## src/rtl/ivm_pkg.sv

```systemverilog
package ivm_pkg;
  typedef enum logic [1:0] {
    MODE_INTERVAL = 2'd0,
    MODE_FREQ     = 2'd1,
    MODE_REPEAT   = 2'd2,
    MODE_ALT      = 2'd3
  } meas_mode_e;

  typedef enum logic [1:0] {
    ST_IDLE = 2'd0,
    ST_WAIT = 2'd1,
    ST_RUN  = 2'd2,
    ST_HOLD = 2'd3
  } meter_state_e;

  function automatic meas_mode_e norm_mode(input logic [1:0] m);
    return (m == MODE_ALT) ? MODE_INTERVAL : meas_mode_e'(m);
  endfunction
endpackage

```

## src/rtl/ivm_sync_edge.sv

```systemverilog
module ivm_sync_edge #(
  parameter int STAGES = 2
) (
  input  logic clk,
  input  logic rst_n,
  input  logic async_in,
  output logic rise
);
  logic [STAGES-1:0] chain;
  logic              last_q;

  always_ff @(posedge clk or negedge rst_n) begin
    if (!rst_n) chain[0] <= 1'b0;
    else        chain[0] <= async_in;
  end

  for (genvar g = 1; g < STAGES; g++) begin : g_stage
    always_ff @(posedge clk or negedge rst_n) begin
      if (!rst_n) chain[g] <= 1'b0;
      else        chain[g] <= chain[g-1];
    end
  end

  always_ff @(posedge clk or negedge rst_n) begin
    if (!rst_n) last_q <= 1'b0;
    else        last_q <= chain[STAGES-1];
  end

  assign rise = chain[STAGES-1] & ~last_q;

  // an edge event can never last two cycles
  assert_rise_single_R2: assert property (@(posedge clk) disable iff (!rst_n)
    rise |=> !rise);
endmodule

```

## src/rtl/ivm_counter.sv

```systemverilog
module ivm_counter #(
  parameter int W = 16
) (
  input  logic         clk,
  input  logic         rst_n,
  input  logic         restart,
  input  logic         en,
  output logic [W-1:0] cnt,
  output logic         at_max
);
  localparam logic [W-1:0] TOP = {W{1'b1}};

  function automatic logic [W-1:0] sat_inc(input logic [W-1:0] v);
    return (v == TOP) ? v : v + 1'b1;
  endfunction

  always_ff @(posedge clk or negedge rst_n) begin
    if (!rst_n)       cnt <= '0;
    else if (restart) cnt <= {{(W-1){1'b0}}, 1'b1};
    else if (en)      cnt <= sat_inc(cnt);
  end

  assign at_max = (cnt == TOP);

  assert_sat_hold_R6: assert property (@(posedge clk) disable iff (!rst_n)
    at_max && en && !restart |=> at_max);
endmodule

```

## src/rtl/ivm_accum.sv

```systemverilog
module ivm_accum #(
  parameter int IW = 16,
  parameter int AW = 23,
  parameter int SW = 3
) (
  input  logic          clk,
  input  logic          rst_n,
  input  logic          clr,
  input  logic          add,
  input  logic [IW-1:0] val,
  input  logic [SW-1:0] shift,
  output logic [AW-1:0] sum,
  output logic [IW-1:0] avg
);
  function automatic logic [IW-1:0] avg_of(input logic [AW-1:0] s,
                                           input logic [SW-1:0] sh);
    logic [AW-1:0] t;
    t = s >> sh;
    return t[IW-1:0];
  endfunction

  always_ff @(posedge clk or negedge rst_n) begin
    if (!rst_n)   sum <= '0;
    else if (clr) sum <= '0;
    else if (add) sum <= sum + AW'(val);
  end

  assign avg = avg_of(sum, shift);

  assert_clear_R5: assert property (@(posedge clk) disable iff (!rst_n)
    clr |=> sum == '0);
endmodule

```

## src/rtl/interval_freq_meter.sv

```systemverilog
module interval_freq_meter
  import ivm_pkg::*;
#(
  parameter int CW = 16,
  parameter int MW = 8,
  parameter int KW = 3,
  parameter int SYNC_STAGES = 2
) (
  input  logic                   clk,
  input  logic                   rst_n,
  input  logic                   arm,
  input  logic [1:0]             mode,
  input  logic [MW-1:0]          periods_m,
  input  logic [KW-1:0]          repeat_log2,
  input  logic                   start_in,
  input  logic                   stop_in,
  input  logic                   ack,
  output logic                   busy,
  output logic                   done,
  output logic                   overflow,
  output logic [CW-1:0]          result_count,
  output logic [MW-1:0]          result_periods,
  output logic [CW+(1<<KW)-2:0]  accum_sum,
  output logic [CW-1:0]          accum_avg
);
  localparam int REPW = (1 << KW) - 1;
  localparam int AW   = CW + REPW;
  localparam logic [CW-1:0] CMAX = {CW{1'b1}};

  function automatic logic [REPW-1:0] k_last(input logic [KW-1:0] sh);
    logic [REPW:0] t;
    t = ({{REPW{1'b0}}, 1'b1} << sh) - 1'b1;
    return t[REPW-1:0];
  endfunction

  function automatic logic [MW-1:0] eff_periods(input logic [1:0] m,
                                                input logic [MW-1:0] p);
    return (norm_mode(m) == MODE_FREQ && p != '0) ? p : MW'(1);
  endfunction

  meter_state_e    state_q;
  meas_mode_e      mode_q;
  logic [MW-1:0]   per_q, pc_q;
  logic [KW-1:0]   shl_q;
  logic [REPW-1:0] rep_q;
  logic [CW-1:0]   cnt;
  logic            cnt_at_max;
  logic            start_rise, stop_rise;

  // named internal events
  logic arm_accept, meas_begin, running, is_freq, is_rep;
  logic stop_hit, period_hit, gate_close, sat_stop, meas_end, rep_more, finish, take;

  ivm_sync_edge #(.STAGES(SYNC_STAGES)) u_sync_start (
    .clk(clk), .rst_n(rst_n), .async_in(start_in), .rise(start_rise));
  ivm_sync_edge #(.STAGES(SYNC_STAGES)) u_sync_stop (
    .clk(clk), .rst_n(rst_n), .async_in(stop_in), .rise(stop_rise));

  assign arm_accept = arm && (state_q == ST_IDLE);
  assign meas_begin = (state_q == ST_WAIT) && start_rise;
  assign running    = (state_q == ST_RUN);
  assign is_freq    = (mode_q == MODE_FREQ);
  assign is_rep     = (mode_q == MODE_REPEAT);
  assign stop_hit   = running && !is_freq && stop_rise;
  assign period_hit = running && is_freq && start_rise;
  assign gate_close = period_hit && (pc_q == per_q - 1'b1);
  assign sat_stop   = running && cnt_at_max && !stop_hit && !gate_close;
  assign meas_end   = stop_hit || gate_close || sat_stop;
  assign rep_more   = meas_end && is_rep && !sat_stop && (rep_q != k_last(shl_q));
  assign finish     = meas_end && !rep_more;
  assign take       = ack && (state_q == ST_HOLD);

  ivm_counter #(.W(CW)) u_cnt (
    .clk(clk), .rst_n(rst_n), .restart(meas_begin), .en(running),
    .cnt(cnt), .at_max(cnt_at_max));

  ivm_accum #(.IW(CW), .AW(AW), .SW(KW)) u_acc (
    .clk(clk), .rst_n(rst_n), .clr(arm_accept), .add(meas_end), .val(cnt),
    .shift(shl_q), .sum(accum_sum), .avg(accum_avg));

  always_ff @(posedge clk or negedge rst_n) begin
    if (!rst_n) begin
      state_q <= ST_IDLE;
    end else begin
      unique case (state_q)
        ST_IDLE: if (arm_accept) state_q <= ST_WAIT;
        ST_WAIT: if (meas_begin) state_q <= ST_RUN;
        ST_RUN: begin
          if (finish)        state_q <= ST_HOLD;
          else if (rep_more) state_q <= ST_WAIT;
        end
        ST_HOLD: if (take) state_q <= ST_IDLE;
        default: state_q <= ST_IDLE;
      endcase
    end
  end

  always_ff @(posedge clk or negedge rst_n) begin
    if (!rst_n) begin
      mode_q <= MODE_INTERVAL;
      per_q  <= MW'(1);
      shl_q  <= '0;
    end else if (arm_accept) begin
      mode_q <= norm_mode(mode);
      per_q  <= eff_periods(mode, periods_m);
      shl_q  <= (norm_mode(mode) == MODE_REPEAT) ? repeat_log2 : '0;
    end
  end

  always_ff @(posedge clk or negedge rst_n) begin
    if (!rst_n)          pc_q <= '0;
    else if (meas_begin) pc_q <= '0;
    else if (period_hit) pc_q <= pc_q + 1'b1;
  end

  always_ff @(posedge clk or negedge rst_n) begin
    if (!rst_n)          rep_q <= '0;
    else if (arm_accept) rep_q <= '0;
    else if (rep_more)   rep_q <= rep_q + 1'b1;
  end

  always_ff @(posedge clk or negedge rst_n) begin
    if (!rst_n) begin
      done           <= 1'b0;
      overflow       <= 1'b0;
      result_count   <= '0;
      result_periods <= MW'(1);
    end else begin
      done <= finish;
      if (arm_accept) overflow <= 1'b0;
      if (finish) begin
        result_count   <= cnt;
        result_periods <= per_q;
        overflow       <= sat_stop;
      end
    end
  end

  assign busy = (state_q != ST_IDLE);

  assert_done_pulse_R7: assert property (@(posedge clk) disable iff (!rst_n)
    done |=> !done);
  assert_done_busy_R7: assert property (@(posedge clk) disable iff (!rst_n)
    done |-> busy);
  assert_busy_hold_R7: assert property (@(posedge clk) disable iff (!rst_n)
    busy && !ack |=> busy);
  assert_arm_ignored_R8: assert property (@(posedge clk) disable iff (!rst_n)
    busy && arm |=> $stable(mode_q) && $stable(per_q) && $stable(shl_q));
  assert_ovf_value_R6: assert property (@(posedge clk) disable iff (!rst_n)
    $rose(overflow) |-> result_count == CMAX);
  assert_periods_nonzero_R4: assert property (@(posedge clk) disable iff (!rst_n)
    done |-> result_periods != '0);
endmodule

```

## config.mk

```make
export PLATFORM = sky130hd
export DESIGN_NAME = interval_freq_meter
export DESIGN_NICKNAME = d
export VERILOG_FILES = /design/src/rtl/ivm_pkg.sv /design/src/rtl/ivm_sync_edge.sv /design/src/rtl/ivm_counter.sv /design/src/rtl/ivm_accum.sv /design/src/rtl/interval_freq_meter.sv
export SDC_FILE = /design/constraint.sdc
export NUM_CORES = 1
export LEC_CHECK = 0
export ABC_AREA = 1
export CAP_MARGIN = 20
export CORE_UTILIZATION = 35
export DETAILED_ROUTE_END_ITERATION = 10
export PLACE_DENSITY = 0.59
export SLEW_MARGIN = 20
export SYNTH_ARGS = -nofsm -noshare
export SYNTH_HDL_FRONTEND = slang
export SYNTH_SLANG_ARGS = --single-unit
```

## constraint.sdc

```tcl
create_clock -name clk -period 5.72 [get_ports clk]
set_clock_uncertainty 0.05 [all_clocks]
set_input_delay 1.144 -clock clk [delete_from_list [all_inputs] [get_ports clk]]
set_output_delay 1.144 -clock clk [all_outputs]
set_load 0.02 [all_outputs]
```

==> metrics.md <==
| Metric | Value |
|---|---|
| Final hold vios | 0 |
| LEAKAGE | 4.130 nW |
| Slew Limit Fails | 0 |
| Clock buffer depth | 2 |
| Post-layout util | 0.4315 |
| Worst-Skew Late Latency | 360 ps |
| Yosys warning total | 0 |
| WL final | 19.74 mm |
| Worst-path fanout max | 32 |
| Slew @ Worst Pin | 827.9 ps |
| CTS tree | done |
| Worst rel slew slack | 0.4481 |
| First drt pass iteration count | 5 |
| Critical-path cell list | inv_1 > o21ai_0 > mux2i_1 > o21ai_0 > clkdlybuf4s50_1 |
| GR met1 Demand/Resource | 0.2976 |
| DRT iter0 DRCs | 489 |
| Die height | 141.4 µm |
| Met3 usage | 0.02835 |
| Commonest non-fill, non-tap cell in the layout | nand2_1 |
| Avg Inst Size Synth | 6.928 µm² |
| # DRC | 0 |
| Highest-delay cell along the critical path | dfrtp_1 |
| R2R Path Start | shl_q[0] |
| Syn_nets | 1022 |
| Post-route design area | 0.008152 mm² |
| Area after DPL | 0.007810 mm² |
| H-tree depth | 3 |
| Top FF cell, synth | dfrtp_1 |
| Worst reg2reg endpoint | result_count[7] |
| Flop2flop setup slack | 2180 ps |
| Post-synthesis cell count | 981 |
| Commonest cells after routing, fill and taps aside | nand2_1 (330), inv_1 (116), dfrtp_1 (99), nand3_1 (92), clkdlybuf4s50_1 (83) |
| Share of layout cells above drive strength 1 | 0.03791 |
| Data required, critical path | 4530 ps |
| Clock Sinks | 101 |
| Crit Path Category | register to primary output |
| DR vias/cell | 5.002 |
| CP arrival | 2980 ps |
| Initial core utilization | 0.3597 |
| Post-DP HPWL | 14.77 mm |
| Routability cong. | 0.8719 |
| Total GRT Usage | 0.2034 |
| PwrDens | 367.9 mW/mm² |
| Met2 Usage GRT | 0.3108 |
| Antenna diode instance count | 0 |
| RSZ-0062 raised after global routing | no |
| Final min period | 4177 ps |
| Hold_ws | 306.3 ps |
| Die X | 141.4 µm |
| # rows | 50 |
| WP depth | 5 |
| Total CTS buffers | 9 |
| Core Area | 0.01889 mm² |
| Setup TNS | 0 ps |
| Max Freq | 239.4 MHz |
| Largest net degree at the start of global routing | 58 |
| Global route total overflow | 0 |
| Area growth syn-to-layout | 19.94% |
| Critical Path Source Type | register |
| Number of synthesized flops with an enable pin | 0 |
| Boundary pin count | 85 |
| Yosys reg bits | 101 |
| Remaining antenna violation count | 0 |
| IO buf count | 84 |
| R2R depth | 14 |
| Number of setup violations in the final report | 0 |
| Layout fillers | 1996 |
| CTS Hold Buffers Added | 0 |
| CP Capture Type | primary output |
| Cell Area, Synth | 0.006797 mm² |
| CP max stage delay | 880 ps |
| Final nets | 1091 |
| VDD IR max | 0.1664 mV |
| Async set-or-reset flop fraction in the synthesized netlist | 1.000 |
| CTS resizes | 0 |
| Crit. Startpoint | shl_q[0] |
| Register area share after synthesis | 0.3722 |
| Tightest Hold Check Type | register to register |
| Die ar. | 0.01998 mm² |
| Routed via count | 6578 |
| Setup Fix Bufs, Post-CTS | 0 |
| Number of antenna violations at the first check in global routing | 0 |
| First-pass GRT wire length | 31.94 mm |
| Number of global-route vias before repair | 6108 |
| Crit path capture | accum_avg[9] |
| CTS root buffer | clkbuf_16 |
| Max-Cap Viols | 0 |
| Drt wl/cell | 15.01 µm |
| Outcome | complete, no violations |
| Clock-pin slew on the worst setup and hold paths | 70 ps |
| Tcrit/Tclk final | 0.7302 |
| Buf+Inv Stages, Crit Path | 2 |
| Yosys cell types | 40 |
| Critical path's top delay family | buffers and inverters |
| Most used cell, CP | o21ai_0 |
| Most Crowded Layer GR | met2 |
-- metal layers --
| layer | vias up | routed length, µm |
|---|---|---|
| li1 | 3341 | - |
| met1 | 3054 | 9981 |
| met2 | 165 | 8570 |
| met3 | 18 | 910 |
| met4 | 0 | 276 |
| met5 | - | 0 |
-- state kept, by name, summed over array words and instances, names as in the netlist --
| register | count |
|---|---|
| pc_q | 8 |
| result_count | 16 |
| u_sync_start.chain | 2 |
| rep_q | 7 |
| per_q | 8 |
| overflow | 1 |
| result_periods | 8 |
| shl_q | 3 |
| mode_q | 2 |
| u_sync_stop.last_q | 1 |
| state_q | 2 |
| u_cnt.cnt | 16 |
| u_acc.sum | 23 |
| done | 1 |
| u_sync_stop.chain | 2 |
| u_sync_start.last_q | 1 |
-- logic make-up after synthesis --
group,count (synthesis),share of synthesized area
muxes,3,0.004418
adders and majority gates,22,0.04161
xor gates and xnor gates,29,0.03737
DFF,101,0.3722
AOI/OAI and AO/OA,125,0.1022
buffers and inverters,148,0.09057
and+or+nand+nor,553,0.3516
-- worst min path at each step --
stage | endpoint | startpoint | slack (ps) | cells after the start
5_1_grt | u_sync_stop.chain[1] | u_sync_stop.chain[0] | 320 | 0
6_report | u_sync_start.chain[1] | u_sync_start.chain[0] | 310 | 0
2_1_floorplan | u_sync_start.chain[1] | u_sync_start.chain[0] | 280 | 0
3_5_place_dp | u_sync_start.chain[1] | u_sync_start.chain[0] | 290 | 0
4_1_cts | u_sync_start.chain[1] | u_sync_start.chain[0] | 310 | 0
3_3_place_gp | u_sync_start.chain[1] | u_sync_start.chain[0] | 280 | 0
-- metrics by stage --
stage                     std cells  setup slack [ps]  power [mW]
final                          1315              1543       2.999
after global placement         1299              2072       2.297
after detailed placement       1299              1969       2.302
after global routing           1315              1277       3.222
after floorplan                 981              2841       1.845
after CTS                      1315              1598       3.013
-- area by class of cell --
class / count / area [µm²] / area share
multi-input cells: 732 / 3651 / 0.4479
flip-flops and latches: 101 / 2530 / 0.3104
repair buffers: 86 / 853.3 / 0.1047
inverters: 120 / 450.4 / 0.05526
well taps: 260 / 325.3 / 0.03991
clock buffers: 11 / 252.7 / 0.03101
clock inverters: 5 / 88.84 / 0.01090
-- synthesized netlist by cell type, types with 8 or more instances --
cell | instances | area share
nand2_1 | 330 | 0.18
inv_1 | 116 | 0.064
dfrtp_1 | 99 | 0.36
nand3_1 | 92 | 0.068
o21ai_0 | 62 | 0.046
nor2_1 | 60 | 0.033
a21oi_1 | 29 | 0.021
nand4_1 | 28 | 0.026
ha_1 | 21 | 0.039
nor3_1 | 21 | 0.015
xnor2_1 | 15 | 0.019
xor2_1 | 14 | 0.018
clkbuf_1 | 11 | 0.0061
o22ai_1 | 11 | 0.010
buf_2 | 9 | 0.0066
o31ai_1 | 8 | 0.0088
-- worst reg2reg max path, delay by kind of cell (launching register included) --
family | cells | cell delay, ps
simple gates | 9 | 1400
flops | 1 | 880
buf+inv | 3 | 600
compound gates | 1 | 260
fa+ha+maj | 1 | 250
-- where the power goes --
part / internal [mW] / switching, mW
Clock: 0.414 / 0.294
Combinational: 0.486 / 0.788
Sequential: 0.832 / 0.185
Note: power is estimated with default switching activity, not from simulation.
